$ cat config.mk
export PLATFORM = sky130hd
export DESIGN_NAME = i2c_regfile_slave
export DESIGN_NICKNAME = d
export VERILOG_FILES = /design/src/rtl/i2cs_pkg.sv /design/src/rtl/i2cs_line_sync.sv /design/src/rtl/i2cs_cond_detect.sv /design/src/rtl/i2c_regfile_slave.sv
export SDC_FILE = /design/constraint.sdc
export NUM_CORES = 1
export LEC_CHECK = 0
export BUFFER_PORTS_ARGS = -buffer_cell sky130_fd_sc_hd__buf_2
export CAP_MARGIN = 40
export CORE_MARGIN = 2
export CORE_UTILIZATION = 55
export DETAILED_ROUTE_END_ITERATION = 8
export HOLD_SLACK_MARGIN = 0.08
export PLACE_DENSITY_LB_ADDON = 0.08
export SKIP_CTS_REPAIR_TIMING = 1
export SYNTH_ARGS = -nofsm -noshare
export SYNTH_HDL_FRONTEND = slang
export SYNTH_SLANG_ARGS = --single-unit
$ cat constraint.sdc
create_clock -name clk -period 2.75 [get_ports clk]
set_input_delay 0.1375 -clock clk [delete_from_list [all_inputs] [get_ports clk]]
set_output_delay 0.1375 -clock clk [all_outputs]
set_load 0.02 [all_outputs]
$ cat src/rtl/i2cs_pkg.sv
package i2cs_pkg;

    localparam int DATA_W = 8;
    localparam int PTR_W  = 8;
    localparam int BIT_CW = 4;

    localparam logic [5:0]       DEV_ADDR_HI = 6'b011100;
    localparam logic [PTR_W-1:0] PTR_LAST    = 8'h7F;
    localparam logic [PTR_W-1:0] RO_ADDR_A   = 8'h08;
    localparam logic [PTR_W-1:0] RO_ADDR_B   = 8'h0C;

    typedef enum logic [2:0] {
        ST_IDLE,
        ST_ADDR,
        ST_ADDR_ACK,
        ST_WR_BYTE,
        ST_WR_ACK,
        ST_RD_BYTE,
        ST_RD_ACK
    } slv_state_e;

    typedef struct packed {
        logic start;
        logic stop;
        logic scl_rise;
        logic scl_fall;
        logic sda;
    } bus_event_t;

    function automatic logic [PTR_W-1:0] ptr_advance(input logic [PTR_W-1:0] p);
        return (p == PTR_LAST) ? p : p + 1'b1;
    endfunction

    function automatic logic is_read_only(input logic [PTR_W-1:0] p);
        return (p == RO_ADDR_A) || (p == RO_ADDR_B);
    endfunction

endpackage

$ cat src/rtl/i2cs_line_sync.sv
module i2cs_line_sync #(
    parameter int LINES  = 2,
    parameter int STAGES = 2
) (
    input  logic             clk,
    input  logic             rst,
    input  logic [LINES-1:0] raw,
    output logic [LINES-1:0] synced
);
    for (genvar g = 0; g < LINES; g++) begin : g_line
        logic [STAGES-1:0] pipe;
        always_ff @(posedge clk) begin
            if (rst) pipe <= '1;
            else     pipe <= {pipe[STAGES-2:0], raw[g]};
        end
        assign synced[g] = pipe[STAGES-1];
    end
endmodule

$ cat src/rtl/i2cs_cond_detect.sv
module i2cs_cond_detect
    import i2cs_pkg::*;
(
    input  logic       clk,
    input  logic       rst,
    input  logic       scl_s,
    input  logic       sda_s,
    output bus_event_t ev
);
    logic scl_d, sda_d;

    always_ff @(posedge clk) begin
        if (rst) begin
            scl_d <= 1'b1;
            sda_d <= 1'b1;
        end else begin
            scl_d <= scl_s;
            sda_d <= sda_s;
        end
    end

    always_comb begin
        ev.start    = scl_s & scl_d & sda_d & ~sda_s;
        ev.stop     = scl_s & scl_d & ~sda_d & sda_s;
        ev.scl_rise = scl_s & ~scl_d;
        ev.scl_fall = ~scl_s & scl_d;
        ev.sda      = sda_s;
    end
endmodule

$ cat src/rtl/i2c_regfile_slave.sv
module i2c_regfile_slave
    import i2cs_pkg::*;
#(
    parameter int SYNC_STAGES = 2
) (
    input  logic              clk,
    input  logic              rst,
    input  logic              scl_i,
    input  logic              sda_i,
    input  logic              addr_lsb,
    output logic              sda_oe,
    output logic [PTR_W-1:0]  reg_addr,
    output logic [DATA_W-1:0] reg_wdata,
    output logic              reg_we,
    output logic              reg_re,
    input  logic [DATA_W-1:0] reg_rdata
);
    localparam logic [BIT_CW-1:0] BITS_DONE = BIT_CW'(DATA_W);
    localparam logic [BIT_CW-1:0] LAST_BIT  = BIT_CW'(DATA_W - 1);

    logic [1:0]        line_s;
    bus_event_t        ev;
    slv_state_e        state;
    logic [BIT_CW-1:0] bitcnt;
    logic [DATA_W-1:0] rx_sh, tx_sh;
    logic [PTR_W-1:0]  ptr;
    logic              first_byte, is_read, master_ack, bump;

    i2cs_line_sync #(.LINES(2), .STAGES(SYNC_STAGES)) u_sync (
        .clk(clk), .rst(rst), .raw({scl_i, sda_i}), .synced(line_s)
    );

    i2cs_cond_detect u_cond (
        .clk(clk), .rst(rst), .scl_s(line_s[1]), .sda_s(line_s[0]), .ev(ev)
    );

    assign reg_addr = ptr;

    always_ff @(posedge clk) begin
        if (rst) begin
            state      <= ST_IDLE;
            bitcnt     <= '0;
            rx_sh      <= '0;
            tx_sh      <= '0;
            ptr        <= '0;
            first_byte <= 1'b0;
            is_read    <= 1'b0;
            master_ack <= 1'b0;
            bump       <= 1'b0;
            sda_oe     <= 1'b0;
            reg_we     <= 1'b0;
            reg_re     <= 1'b0;
            reg_wdata  <= '0;
        end else begin
            reg_we <= 1'b0;
            reg_re <= 1'b0;
            bump   <= 1'b0;
            if (bump) ptr <= ptr_advance(ptr);

            if (ev.start) begin
                state  <= ST_ADDR;
                bitcnt <= '0;
                sda_oe <= 1'b0;
            end else if (ev.stop) begin
                state  <= ST_IDLE;
                sda_oe <= 1'b0;
            end else begin
                unique case (state)
                    ST_ADDR, ST_WR_BYTE: begin
                        if (ev.scl_rise && bitcnt != BITS_DONE) begin
                            rx_sh  <= {rx_sh[DATA_W-2:0], ev.sda};
                            bitcnt <= bitcnt + 1'b1;
                        end else if (ev.scl_fall && bitcnt == BITS_DONE) begin
                            if (state == ST_ADDR) begin
                                if (rx_sh[7:1] == {DEV_ADDR_HI, addr_lsb}) begin
                                    sda_oe  <= 1'b1;
                                    is_read <= rx_sh[0];
                                    state   <= ST_ADDR_ACK;
                                end else begin
                                    state <= ST_IDLE;
                                end
                            end else begin
                                sda_oe <= 1'b1;
                                state  <= ST_WR_ACK;
                                if (first_byte) begin
                                    ptr        <= rx_sh;
                                    first_byte <= 1'b0;
                                end else begin
                                    reg_we    <= !is_read_only(ptr);
                                    reg_wdata <= rx_sh;
                                    bump      <= 1'b1;
                                end
                            end
                        end
                    end
                    ST_ADDR_ACK: begin
                        if (ev.scl_fall) begin
                            bitcnt <= '0;
                            if (is_read) begin
                                tx_sh  <= reg_rdata;
                                sda_oe <= ~reg_rdata[DATA_W-1];
                                state  <= ST_RD_BYTE;
                            end else begin
                                sda_oe     <= 1'b0;
                                first_byte <= 1'b1;
                                state      <= ST_WR_BYTE;
                            end
                        end
                    end
                    ST_WR_ACK: begin
                        if (ev.scl_fall) begin
                            sda_oe <= 1'b0;
                            bitcnt <= '0;
                            state  <= ST_WR_BYTE;
                        end
                    end
                    ST_RD_BYTE: begin
                        if (ev.scl_fall) begin
                            if (bitcnt == LAST_BIT) begin
                                sda_oe <= 1'b0;
                                state  <= ST_RD_ACK;
                            end else begin
                                bitcnt <= bitcnt + 1'b1;
                                tx_sh  <= {tx_sh[DATA_W-2:0], 1'b0};
                                sda_oe <= ~tx_sh[DATA_W-2];
                            end
                        end
                    end
                    ST_RD_ACK: begin
                        if (ev.scl_rise) begin
                            master_ack <= ~ev.sda;
                            reg_re     <= 1'b1;
                            bump       <= 1'b1;
                        end else if (ev.scl_fall) begin
                            if (master_ack) begin
                                bitcnt <= '0;
                                tx_sh  <= reg_rdata;
                                sda_oe <= ~reg_rdata[DATA_W-1];
                                state  <= ST_RD_BYTE;
                            end else begin
                                state <= ST_IDLE;
                            end
                        end
                    end
                    default: ;
                endcase
            end
        end
    end
endmodule

==> flow_summary_export.csv <==
group,metric,value,unit
floorplanning,ioPinCount,32,
detailed_routing,routedWlPerCell,14.4,um
floorplanning,core,0.00432,mm2
sta,fin_ws,545,ps
final_layout,stdcell_area,0.00277,mm2
sta,fin_tns_setup,0,ps
grt,grt_antenna_before_repair,0,
worst_setup_path,worstPathArrival,2430,ps
detailed_routing,route.vias.total,2120,
worst_setup_path,path_cells,"nand3b_1 -> buf_4 -> o21bai_1 -> nand3b_1 -> or2_2 -> o31ai_1",
final_layout,drive_gt1_share,17.1,%
grt,grt_usage,21.4,%
worst_setup_path,cpMostUsedCell,"nand3b_1",
final_layout,nNetsFinal,327,
hold_path,hp-class,"in -> reg",
grt,grt.overflow.total,0,
synth,syn-num-nets,300,
synth,synth_top_area_share,41.4,%
pwr,finalPower,0.00128,W
sta,fmax,454,MHz
worst_setup_path,crit_slowest_cell,"dfxtp_1",
synth,synth.cells.most_frequent,"51 x dfxtp_1, 37 x nor2_1, 29 x mux2i_1",
synth,syn_area_per_cell,8.71,um2
synth,synth-warning-count,0,
floorplanning,start_util,57.0,%
clock_tree,clkTransAtPathRegs,90,ps
synth,synthFlopType,"dfxtp_1",
sta,drv_slew,0,
placed_design,dp_hpwl,3.72,mm
clock_tree,clockRootBuffer,"clkbuf_8",
sta,clock_skew,8.72,ps
job,maxCapViolations,0,
floorplanning,die_area,0.00504,mm2
clock_tree,clk_latency,300,ps
sta,setup-violations-final,0,
placed_design,place_ws,571,ps
worst_setup_path,cp.required,2970,ps
detailed_routing,drcViolationCount,0,
pwr,power.leakage,1.24,nW
final_layout,n_antenna_cell,0,
clock_tree,cts.sinks,51,
synth,synth_top_area_cell,"dfxtp_1",
sta,fin_crit_sh,80.2,%
synth,synthCells,283,
detailed_routing,wirelength,5.21,mm
placed_design,placed_area,0.00265,mm2
sta,final-hold-violation-count,0,
synth,syn_area,0.00247,mm2
floorplanning,placementRows,24,
worst_setup_path,cp-end-kind,"flop",
sta,tightestPinTransition,490,ps
synth,ys_ff_latch,51,
final_layout,fillers,392,
placed_design,gp_congestion,0.906,
grt,grt_pass1_vias,1955,
synth,synth_edf_count,0,
placed_design,portBuffers,31,
worst_setup_path,crit_path_max_fanout,17,
clock_tree,clockBufferDepth,2,
grt,grt_pass1_wl,8.83,mm
pwr,ir_drop,313,uV
worst_setup_path,cp_top_family,"simple AND/OR/NAND/NOR gates",
sta,grt_setup_unrepaired,"no",
detailed_routing,drt_iter0_markers,101,
synth,synthTopCellsByArea,"dfxtp_1 41%, mux2i_1 12%, nor2_1 5.6%",
synth,ys_types,46,
final_layout,area_growth,12.2,%
sta,post-route-min-period,2200,ps
floorplanning,die_h,71.0,um
pwr,p_per_area,464,mW/mm2
synth,seq_area_frac_synth,41.4,%
synth,synthArstFlopShare,0,%
worst_setup_path,worst-setup-path-type,"reg -> reg",
detailed_routing,firstDrtPassIters,4,
detailed_routing,viasPerCell,5.86,
clock_tree,htree_levels,2,
clock_tree,cts-buffers-inserted,5,
grt,grt_max_degree,34,
sta,slew_headroom,67.2,%
floorplanning,die_x,71.0,um
run_status,status,"finished clean",
clock_tree,cts_tree,"done",
detailed_routing,ant_nets,0,
synth,yosysMostFrequentCell,"dfxtp_1",
worst_setup_path,slowest_delay,610,ps
worst_setup_path,cp-start-kind,"flop",
worst_setup_path,crit_buf_inv,1,
metrics by stage:
| stage | utilization [%] | std cells | hold WS [ps] |
|---|---|---|---|
| 4_1_cts | 63.5 | 360 | 7.53 |
| 2_1_floorplan | - | 283 | 241 |
| 6_report | 64.0 | 362 | 156 |
| 5_1_grt | 64.0 | 362 | 160 |
| 3_5_place_dp | 61.2 | 353 | 325 |
| 3_3_place_gp | 61.2 | 353 | 320 |
worst paths after layout:
kind,from,cells after the start,endpoint,slack [ps]
worst max-delay path,state[1]$_SDFFE_PP0P_,6,bitcnt[3]$_SDFFE_PP0P_,550
worst min-delay path,rst,2,reg_wdata[1]$_SDFFE_PP0P_,160
worst max register to register,state[1]$_SDFFE_PP0P_,6,bitcnt[3]$_SDFFE_PP0P_,550
worst min register to register,u_sync.g_line[1].pipe[0]$_SDFF_PP1_,1,u_sync.g_line[1].pipe[1]$_SDFF_PP1_,410
cells in the final DEF, fill, tap and decap left out, drive strengths merged, types with 2 or more instances in the layout:
master | netlist | routed
dfxtp | 51 | 51
nor2 | 37 | 37
buf | 5 | 34
mux2i | 29 | 29
o21ai | 19 | 19
nand2 | 15 | 15
a21oi | 14 | 14
or2 | 9 | 9
or3 | 8 | 8
nand4 | 7 | 7
nor3 | 7 | 7
inv | 6 | 6
nor2b | 6 | 6
clkbuf | 11 | 6
and3 | 4 | 4
nand3 | 4 | 4
nand4b | 4 | 4
a211oi | 4 | 4
ha | 4 | 4
nand3b | 3 | 3
o311ai | 3 | 3
a31oi | 3 | 3
o21bai | 3 | 3
and3b | 3 | 3
xor2 | 2 | 2
or4 | 2 | 2
o31ai | 2 | 2
xnor2 | 2 | 2
dlygate4sd3 | 0 | 2
nor4 | 2 | 2
registers in the layout, summed over array words and instances (netlist names), 3 cells and up:
name and count:
reg_addr 8, reg_wdata 8, rx_sh 8, tx_sh 7
bitcnt 4, u_sync.g_line.pipe 4, state 3
routing by layer:
layer | share of wire, % | routed length (um) | global-route usage [%] | vias up
li1 | - | - | - | 1065
met1 | 46 | 2400 | 27.8 | 1000
met2 | 48 | 2520 | 36.2 | 46
met3 | 4.1 | 212 | 4.27 | 9
met4 | 1.5 | 76 | 6.29 | 0
met5 | 0 | 0 | 0 | -
worst register-to-register path, delay by kind of cell, from the launching register on:
| family | cells | cell delay [ps] |
|---|---|---|
| simple gates | 3 | 990 |
| compound gates | 2 | 350 |
| flops | 1 | 610 |
| buf+inv | 1 | 190 |
where the power goes:
group	switching, W	internal [W]	total (W)
combinational	0.0000245	0.0000184	0.0000430
sequential	0.00000359	0.000741	0.000745
clock	0.000229	0.000267	0.000495
total	0.000257	0.00103	0.00128
layout make-up:
cell class	instances	area [um2]	area share, %
clock buffer	6	72.6	2.62
clock inverter	1	30.0	1.08
inverter	6	22.5	0.814
multi-input combinational	210	1360	49.1
sequential	51	1020	36.9
tap	52	65.1	2.35
timing repair buffer	36	198	7.14
cell families after synthesis:
family                   count (synthesis)  share of synthesized area, %
adder cells (fa/ha/maj)                  4                          2.03
AND/OR/NAND/NOR                        117                          25.7
AO/OA/AOI/OAI                           55                          13.7
XOR/XNOR                                 4                          1.42
multiplexers                            30                          12.2
buffers and inverters                   22                          3.50
flip-flops                              51                          41.4
(Power assumes the default switching activity.)
